`src/rtl/bert_rx_pkg.sv`:
```
package bert_rx_pkg;
  typedef enum logic [1:0] {ST_IDLE, ST_HUNT, ST_LOCK} syncState_t;

  typedef struct packed {
    logic reseed;     // clear the reference fill, begin seeding
    logic latchMode;  // sample pattern select and length with reseed
    logic countBit;   // this valid bit belongs to the locked period
    logic snap;       // copy live counts to latched and clear
  } dpStrobe_t;

  localparam logic [2:0] MODE_P7  = 3'd0;
  localparam logic [2:0] MODE_P11 = 3'd1;
  localparam logic [2:0] MODE_P15 = 3'd2;
  localparam logic [2:0] MODE_REP = 3'd4;
endpackage

```
`src/rtl/bert_rx_datapath.sv`:
```
module bert_rx_datapath
  import bert_rx_pkg::*;
#(
  parameter int CNT_W  = 32,
  parameter int HIST_W = 32
) (
  input  logic             clk,
  input  logic             rstN,
  input  logic             bitValid,
  input  logic             bitIn,
  input  logic             rxInvert,
  input  logic [2:0]       patSel,
  input  logic [3:0]       repLenCode,
  input  dpStrobe_t        strb,
  output logic             seedDone,
  output logic             errNow,
  output logic             ovfNow,
  output logic [CNT_W-1:0] bitCountLatched,
  output logic [CNT_W-1:0] errCountLatched
);
  localparam int IDX_W = $clog2(HIST_W);
  localparam int FILL_W = IDX_W + 1;
  localparam logic [IDX_W-1:0] REP_TAP_BASE = IDX_W'(HIST_W - 16);
  localparam logic [CNT_W-1:0] CNT_MAX = '1;

  logic [2:0]        modeQ;
  logic [IDX_W-1:0]  repTapQ;
  logic [HIST_W-1:0] hist;
  logic [FILL_W-1:0] fillCnt;
  logic [FILL_W-1:0] seedLen;
  logic              legal;
  logic              predBit;
  logic              rxBit;
  logic [CNT_W-1:0]  bitLive;
  logic [CNT_W-1:0]  errLive;
  logic              bitInc;
  logic              errInc;

  // prediction: PRBS feedback taps or the oldest stored repetitive bit
  always_comb begin
    legal   = 1'b1;
    predBit = 1'b0;
    seedLen = '0;
    case (modeQ)
      MODE_P7:  begin seedLen = FILL_W'(7);  predBit = hist[6] ^ hist[5];   end
      MODE_P11: begin seedLen = FILL_W'(11); predBit = hist[10] ^ hist[8];  end
      MODE_P15: begin seedLen = FILL_W'(15); predBit = hist[14] ^ hist[13]; end
      MODE_REP: begin seedLen = FILL_W'(repTapQ) + FILL_W'(1); predBit = hist[repTapQ]; end
      default:  legal = 1'b0;
    endcase
  end

  assign rxBit    = bitIn ^ rxInvert;
  assign seedDone = legal && (fillCnt == seedLen);
  assign errNow   = bitValid && seedDone && (rxBit != predBit);

  always_ff @(posedge clk) begin
    if (!rstN) begin
      modeQ   <= MODE_P7;
      repTapQ <= REP_TAP_BASE;
      hist    <= '0;
      fillCnt <= '0;
    end else if (strb.reseed) begin
      fillCnt <= '0;
      if (strb.latchMode) begin
        modeQ   <= patSel;
        repTapQ <= REP_TAP_BASE + IDX_W'(repLenCode);
      end
    end else if (bitValid && legal) begin
      if (!seedDone) begin
        hist    <= {hist[HIST_W-2:0], rxBit};
        fillCnt <= fillCnt + FILL_W'(1);
      end else begin
        hist <= {hist[HIST_W-2:0], predBit};  // self-running: errors do not pollute
      end
    end
  end

  // measurement counters with saturation and snapshot
  assign bitInc = strb.countBit && (bitLive != CNT_MAX);
  assign errInc = strb.countBit && errNow && (errLive != CNT_MAX);
  assign ovfNow = !strb.snap &&
                  ((bitInc && bitLive == CNT_MAX - CNT_W'(1)) ||
                   (errInc && errLive == CNT_MAX - CNT_W'(1)));

  always_ff @(posedge clk) begin
    if (!rstN) begin
      bitLive         <= '0;
      errLive         <= '0;
      bitCountLatched <= '0;
      errCountLatched <= '0;
    end else if (strb.snap) begin
      bitCountLatched <= bitLive;
      errCountLatched <= errLive;
      bitLive         <= CNT_W'(strb.countBit);
      errLive         <= CNT_W'(strb.countBit && errNow);
    end else begin
      bitLive <= bitLive + CNT_W'(bitInc);
      errLive <= errLive + CNT_W'(errInc);
    end
  end
endmodule

```
`src/rtl/bert_rx_control.sv`:
```
module bert_rx_control
  import bert_rx_pkg::*;
#(
  parameter int GOOD_RUN      = 32,
  parameter int WIN_LEN       = 64,
  parameter int WIN_ERR_LIMIT = 6
) (
  input  logic      clk,
  input  logic      rstN,
  input  logic      bitValid,
  input  logic      resyncCmd,
  input  logic      loadCmd,
  input  logic      seedDone,
  input  logic      errNow,
  input  logic      ovfNow,
  input  logic      syncIrqEn,
  input  logic      errIrqEn,
  input  logic      ovfIrqEn,
  output dpStrobe_t strb,
  output logic      syncOk,
  output logic      syncChangeEvt,
  output logic      bitErrEvt,
  output logic      overflowEvt
);
  localparam int GOOD_W = $clog2(GOOD_RUN + 1);
  localparam int WIN_W  = $clog2(WIN_LEN);
  localparam int WERR_W = $clog2(WIN_ERR_LIMIT + 1);

  syncState_t        state, stateNext;
  logic              resyncPrev, loadPrev;
  logic              resyncEdge, loadEdge;
  logic [GOOD_W-1:0] goodCnt, goodNext;
  logic [WIN_W-1:0]  winCnt, winCntNext;
  logic [WERR_W-1:0] winErr, winErrNext;

  assign resyncEdge = resyncCmd && !resyncPrev;
  assign loadEdge   = loadCmd && !loadPrev;

  always_comb begin
    stateNext     = state;
    goodNext      = goodCnt;
    winCntNext    = winCnt;
    winErrNext    = winErr;
    strb          = '0;
    strb.snap     = loadEdge;
    strb.countBit = (state == ST_LOCK) && bitValid;
    if (resyncEdge) begin
      stateNext      = ST_HUNT;
      goodNext       = '0;
      strb.reseed    = 1'b1;
      strb.latchMode = 1'b1;
    end else begin
      case (state)
        ST_HUNT: if (bitValid && seedDone) begin
          if (errNow) begin
            goodNext    = '0;
            strb.reseed = 1'b1;
          end else if (goodCnt == GOOD_W'(GOOD_RUN - 1)) begin
            stateNext  = ST_LOCK;
            goodNext   = '0;
            winCntNext = '0;
            winErrNext = '0;
          end else begin
            goodNext = goodCnt + GOOD_W'(1);
          end
        end
        ST_LOCK: if (bitValid) begin
          if (errNow && winErr == WERR_W'(WIN_ERR_LIMIT - 1)) begin
            stateNext   = ST_HUNT;
            strb.reseed = 1'b1;
          end else if (winCnt == WIN_W'(WIN_LEN - 1)) begin
            winCntNext = '0;
            winErrNext = '0;
          end else begin
            winCntNext = winCnt + WIN_W'(1);
            winErrNext = winErr + WERR_W'(errNow);
          end
        end
        default: ;
      endcase
    end
  end

  always_ff @(posedge clk) begin
    if (!rstN) begin
      state         <= ST_IDLE;
      resyncPrev    <= 1'b0;
      loadPrev      <= 1'b0;
      goodCnt       <= '0;
      winCnt        <= '0;
      winErr        <= '0;
      syncOk        <= 1'b0;
      syncChangeEvt <= 1'b0;
      bitErrEvt     <= 1'b0;
      overflowEvt   <= 1'b0;
    end else begin
      state         <= stateNext;
      resyncPrev    <= resyncCmd;
      loadPrev      <= loadCmd;
      goodCnt       <= goodNext;
      winCnt        <= winCntNext;
      winErr        <= winErrNext;
      syncOk        <= (stateNext == ST_LOCK);
      syncChangeEvt <= syncIrqEn && ((stateNext == ST_LOCK) != (state == ST_LOCK));
      bitErrEvt     <= errIrqEn && strb.countBit && errNow;
      overflowEvt   <= ovfIrqEn && ovfNow;
    end
  end
endmodule

```
`src/rtl/bert_rx_sync.sv`:
```
module bert_rx_sync
  import bert_rx_pkg::*;
#(
  parameter int CNT_W = 32
) (
  input  logic             clk,
  input  logic             rstN,
  input  logic             bitValid,
  input  logic             bitIn,
  input  logic             rxInvert,
  input  logic [2:0]       patSel,
  input  logic [3:0]       repLenCode,
  input  logic             resyncCmd,
  input  logic             loadCmd,
  input  logic             syncIrqEn,
  input  logic             errIrqEn,
  input  logic             ovfIrqEn,
  output logic             syncOk,
  output logic             syncChangeEvt,
  output logic             bitErrEvt,
  output logic             overflowEvt,
  output logic [CNT_W-1:0] bitCountLatched,
  output logic [CNT_W-1:0] errCountLatched
);
  dpStrobe_t strb;
  logic      seedDone;
  logic      errNow;
  logic      ovfNow;

  bert_rx_control i_control (
    .clk(clk), .rstN(rstN), .bitValid(bitValid), .resyncCmd(resyncCmd),
    .loadCmd(loadCmd), .seedDone(seedDone), .errNow(errNow), .ovfNow(ovfNow),
    .syncIrqEn(syncIrqEn), .errIrqEn(errIrqEn), .ovfIrqEn(ovfIrqEn),
    .strb(strb), .syncOk(syncOk), .syncChangeEvt(syncChangeEvt),
    .bitErrEvt(bitErrEvt), .overflowEvt(overflowEvt)
  );

  bert_rx_datapath #(.CNT_W(CNT_W)) i_datapath (
    .clk(clk), .rstN(rstN), .bitValid(bitValid), .bitIn(bitIn),
    .rxInvert(rxInvert), .patSel(patSel), .repLenCode(repLenCode),
    .strb(strb), .seedDone(seedDone), .errNow(errNow), .ovfNow(ovfNow),
    .bitCountLatched(bitCountLatched), .errCountLatched(errCountLatched)
  );
endmodule

```
`config.mk`:
```
export PLATFORM = sky130hd
export DESIGN_NAME = bert_rx_sync
export DESIGN_NICKNAME = d
export VERILOG_FILES = /design/src/rtl/bert_rx_pkg.sv /design/src/rtl/bert_rx_datapath.sv /design/src/rtl/bert_rx_control.sv /design/src/rtl/bert_rx_sync.sv
export SDC_FILE = /design/constraint.sdc
export NUM_CORES = 1
export LEC_CHECK = 0
export ABC_AREA = 1
export BUFFER_PORTS_ARGS = -buffer_cell sky130_fd_sc_hd__clkbuf_2
export CAP_MARGIN = 20
export CORE_MARGIN = 4
export CORE_UTILIZATION = 53
export DETAILED_ROUTE_END_ITERATION = 10
export PLACE_DENSITY = 0.75
export SLEW_MARGIN = 40
export SYNTH_ARGS = -nofsm -noshare
export SYNTH_HDL_FRONTEND = slang
export SYNTH_SLANG_ARGS = --single-unit
```
`constraint.sdc`:
```
create_clock -name clk -period 3.8 [get_ports clk]
set_input_delay 0.76 -clock clk [delete_from_list [all_inputs] [get_ports clk]]
set_output_delay 0.76 -clock clk [all_outputs]
set_load 0.005 [all_outputs]
```
==> impl_metrics.env <==
export IMPL_worst_pin_slew_ns=0.674
export IMPL_die_width_um=135
export IMPL_stdcell_area_um2=9930
export IMPL_post_dp_hpwl_mm=12.8
export IMPL_ant_nets=0
export IMPL_synth_cell_types=44
export IMPL_grt_antenna_before_repair=0
export IMPL_wirelength_mm=19.1
export IMPL_setup_tns_ns=0
export IMPL_reg2reg_slack_ns=0.13
export IMPL_clk_path_buf_depth=2
export IMPL_start_util_pct=53.9
export IMPL_use_met1_pct=28.3
export IMPL_dieArea_um2=18200
export IMPL_crit_buf_inv=2
export IMPL_layout_commonest_cell="dfxtp_1"
export IMPL_max_freq_mhz=273
export IMPL_ys_async_sr_fraction_pct=0
export IMPL_place_area_um2=9180
export IMPL_place_gp_congestion=0.902
export IMPL_ir_drop_mv=0.348
export IMPL_ys_ff_latch=196
export IMPL_drt_pass1_iterations=5
export IMPL_rsz0062_at_grt="yes"
export IMPL_cts_tree="built"
export IMPL_total_leakage_power_nw=4.00
export IMPL_hold_path_class="flop to flop"
export IMPL_yosys_warnings=0
export IMPL_ios=85
export IMPL_cp_startpoint="i_datapath.repTapQ[0]$_SDFFE_PN0P_"
export IMPL_cpMostUsedCell="nor2_4"
export IMPL_syn_to_final_growth_pct=16.3
export IMPL_setup_worst_path_end="i_datapath.errLive[31]$_SDFF_PP0_"
export IMPL_maxSlewViolCount=0
export IMPL_final_period_utilization_pct=96.5
export IMPL_grt_max_degree=99
export IMPL_cp_top_family="simple AND/OR/NAND/NOR gates"
export IMPL_core_area_um2=15800
export IMPL_clkLatencyLatePin_ns=0.44
export IMPL_wire_per_inst_um=13.1
export IMPL_cts_sinks=196
export IMPL_hold_violations=0
export IMPL_numPortBuffers=84
export IMPL_track_usage_pct=20.9
export IMPL_syn_num_nets=1173
export IMPL_synth_edf_count=0
export IMPL_drtIter0Drc=485
export IMPL_vias=7569
export IMPL_cts_buffers=17
export IMPL_clock_skew_ns=0.0152
export IMPL_power_mw=4.35
export IMPL_synthFlopType="dfxtp_1"
export IMPL_cp_data_required_time_ns=4.13
export IMPL_worst_endpoint_arrival_ns=4.00
export IMPL_outcome="completed"
export IMPL_cts_max_level=4
export IMPL_gr_total_overflow=0
export IMPL_rr_worst_depth=27
export IMPL_grt_pass1_wl_mm=31.8
export IMPL_dieHeight_um=135
export IMPL_ys_seq_area_share_pct=46.0
export IMPL_vias_per_cell=5.21
export IMPL_netlist_area_um2=8540
export IMPL_slowest_stage="dfxtp_4"
export IMPL_fp_row_count=46
export IMPL_slew_headroom_pct=55.0
export IMPL_netlist_instances=1144
export IMPL_clk_pin_slew_ns=0.08
export IMPL_dp_cells=1419
export IMPL_worstSetupPathType="flop to flop"
export IMPL_critPathLaunchType="flop"
export IMPL_root_buffer="clkbuf_16"
export IMPL_slowest_delay_ns=0.38
export IMPL_ctsHoldBuffers=0
export IMPL_grt_pass1_vias=6980
export IMPL_postSynthAreaPerCell_um2=7.46
export IMPL_num_nets_final=1252
export IMPL_fin_ws_ns=0.133
export IMPL_busiest_layer="met2"
export IMPL_pre_cts_ws_ns=-0.130
export IMPL_critPathCaptureType="flop"
export IMPL_power_density_nw_per_um2=438
export IMPL_finalSetupViolations=0
export IMPL_drive_above_1_share_pct=17.7
export IMPL_drc=0
export IMPL_timing_rr_end="i_datapath.errLive[31]$_SDFF_PP0_"
export IMPL_crit_reg2reg_launch="i_datapath.repTapQ[0]$_SDFFE_PN0P_"
export IMPL_n_antenna_cell=0
export IMPL_grt_use_met3_pct=4.81
export IMPL_final_cell_mix="190 x dfxtp_1, 149 x nand2_1, 140 x inv_1"
export IMPL_use_met2_pct=33.6
export IMPL_min_period_ns=3.67
export IMPL_worst_path_stages=27
export IMPL_worstPathMaxFanout=5
export IMPL_cap_viol_max_count=0
export IMPL_final_cells=1452
-- worst register-to-register path: stages (launching register included) --
cell     delay (ns)
dfxtp_4        0.38
ha_4           0.27
nand3_2        0.08
nand2_1        0.09
nand2_1        0.06
nand2_2        0.08
nand2_2        0.06
nor2_4         0.14
nand4_4        0.15
nor2_4         0.13
inv_2          0.06
nor3_4         0.21
ha_2           0.23
inv_2          0.05
nor2_4         0.10
nand2_2        0.09
nor3_4         0.18
nand2_2        0.10
nor2_4         0.12
nand2_2        0.07
nor2_4         0.14
nand2_2        0.08
nor2_4         0.15
nand4_4        0.13
nor2_4         0.15
nand3_2        0.07
o21ai_1        0.14
a21oi_1        0.05
-- state kept, by name, summed over array words and instances (netlist names), 2 cells and up --
| signal | cells |
|---|---|
| i_datapath.modeQ | 3 |
| i_datapath.fillCnt | 6 |
| i_datapath.errCountLatched | 32 |
| i_datapath.errLive | 32 |
| i_control.goodCnt | 6 |
| i_datapath.bitLive | 32 |
| i_control.winErr | 3 |
| i_datapath.hist | 32 |
| i_control.state | 2 |
| i_datapath.repTapQ | 4 |
| i_datapath.bitCountLatched | 32 |
| i_control.winCnt | 6 |
-- cells by family after synthesis --
| group | share of synthesized area (%) |
|---|---|
| and+or+nand+nor | 24.9 |
| DFF | 46.0 |
| buffers and inverters | 8.78 |
| muxes | 0.132 |
| adders and majority gates | 1.76 |
| xor gates and xnor gates | 1.03 |
| AOI/OAI and AO/OA | 17.4 |
-- timing repair --
item,in CTS,in global routing
endpoints found under the setup margin,6,10
pin swaps,0,20
buffers inserted,0,1
gates resized for setup,6,41
-- cells in the mapped netlist, types with 2 or more instances --
library cell	number	share of area, %
nand3_2	2	0.23
a221oi_1	3	0.31
buf_6	2	0.26
a31oi_1	5	0.37
xnor2_1	3	0.31
nor3_2	2	0.23
xor2_1	7	0.72
o21a_1	6	0.53
nor2_1	120	5.3
nor3_1	24	1.4
nand2_2	5	0.37
nor2_4	8	1.1
nand4_4	2	0.50
a211oi_1	8	0.70
ha_1	12	1.8
inv_2	5	0.22
inv_1	143	6.3
nand2_1	159	7.0
buf_4	3	0.26
buf_2	2	0.12
nand3b_1	3	0.26
nor3b_1	6	0.53
nor3_4	3	0.57
or2_2	6	0.44
nor4_1	5	0.37
dfxtp_1	196	46
o21ai_1	19	1.1
nand4_1	11	0.81
a21oi_1	139	8.2
clkbuf_1	35	1.5
nor2_2	10	0.73
o21ai_0	104	6.1
nand3_1	74	4.3
nand4_2	2	0.29
-- area by class of cell --
type	instances	area, um^2
Sequential cell	196	3940
Clock buffer	18	439
Multi-Input combinational cell	756	4000
Clock inverter	14	146
Inverter	149	563
Timing Repair Buffer	103	571
Tap cell	216	270
Fill cell	1398	5900
-- how the worst min path moves through the flow --
| stage | from | endpoint | slack (ns) | cells after the start |
|---|---|---|---|---|
| after global routing | i_datapath.hist[4]$_SDFFE_PN0P_ | i_datapath.hist[4]$_SDFFE_PN0P_ | 0.48 | 2 |
| after floorplan | i_datapath.hist[31]$_SDFFE_PN0P_ | i_datapath.hist[31]$_SDFFE_PN0P_ | 0.43 | 2 |
| final | i_datapath.hist[31]$_SDFFE_PN0P_ | i_datapath.hist[31]$_SDFFE_PN0P_ | 0.46 | 2 |
| after CTS | i_control.winCnt[2]$_SDFFE_PN0P_ | i_control.winCnt[2]$_SDFFE_PN0P_ | 0.46 | 2 |
| after global placement | i_datapath.hist[12]$_SDFFE_PN0P_ | i_datapath.hist[12]$_SDFFE_PN0P_ | 0.45 | 2 |
| after detailed placement | i_control.winCnt[2]$_SDFFE_PN0P_ | i_control.winCnt[2]$_SDFFE_PN0P_ | 0.45 | 2 |
-- routing by layer --
layer	wire, um	part of all wire (%)
met5	0	0
met4	312	1.6
met3	833	4.4
met2	8840	46
met1	9080	48
-- metrics by stage --
stage	util [%]	hold WS [ns]
2_1_floorplan	-	0.430
3_3_place_gp	58.0	0.448
3_5_place_dp	58.0	0.453
4_1_cts	61.8	0.462
5_1_grt	62.7	0.478
6_report	62.7	0.461
-- power breakdown --
part | internal (mW) | switching, mW | leakage, nW
registers | 2.13 | 0.0484 | 1.60
logic | 0.139 | 0.251 | 2.11
clock network | 0.944 | 0.836 | 0.289
total | 3.21 | 1.14 | 4.00
Power figures use the tool's default switching activity.
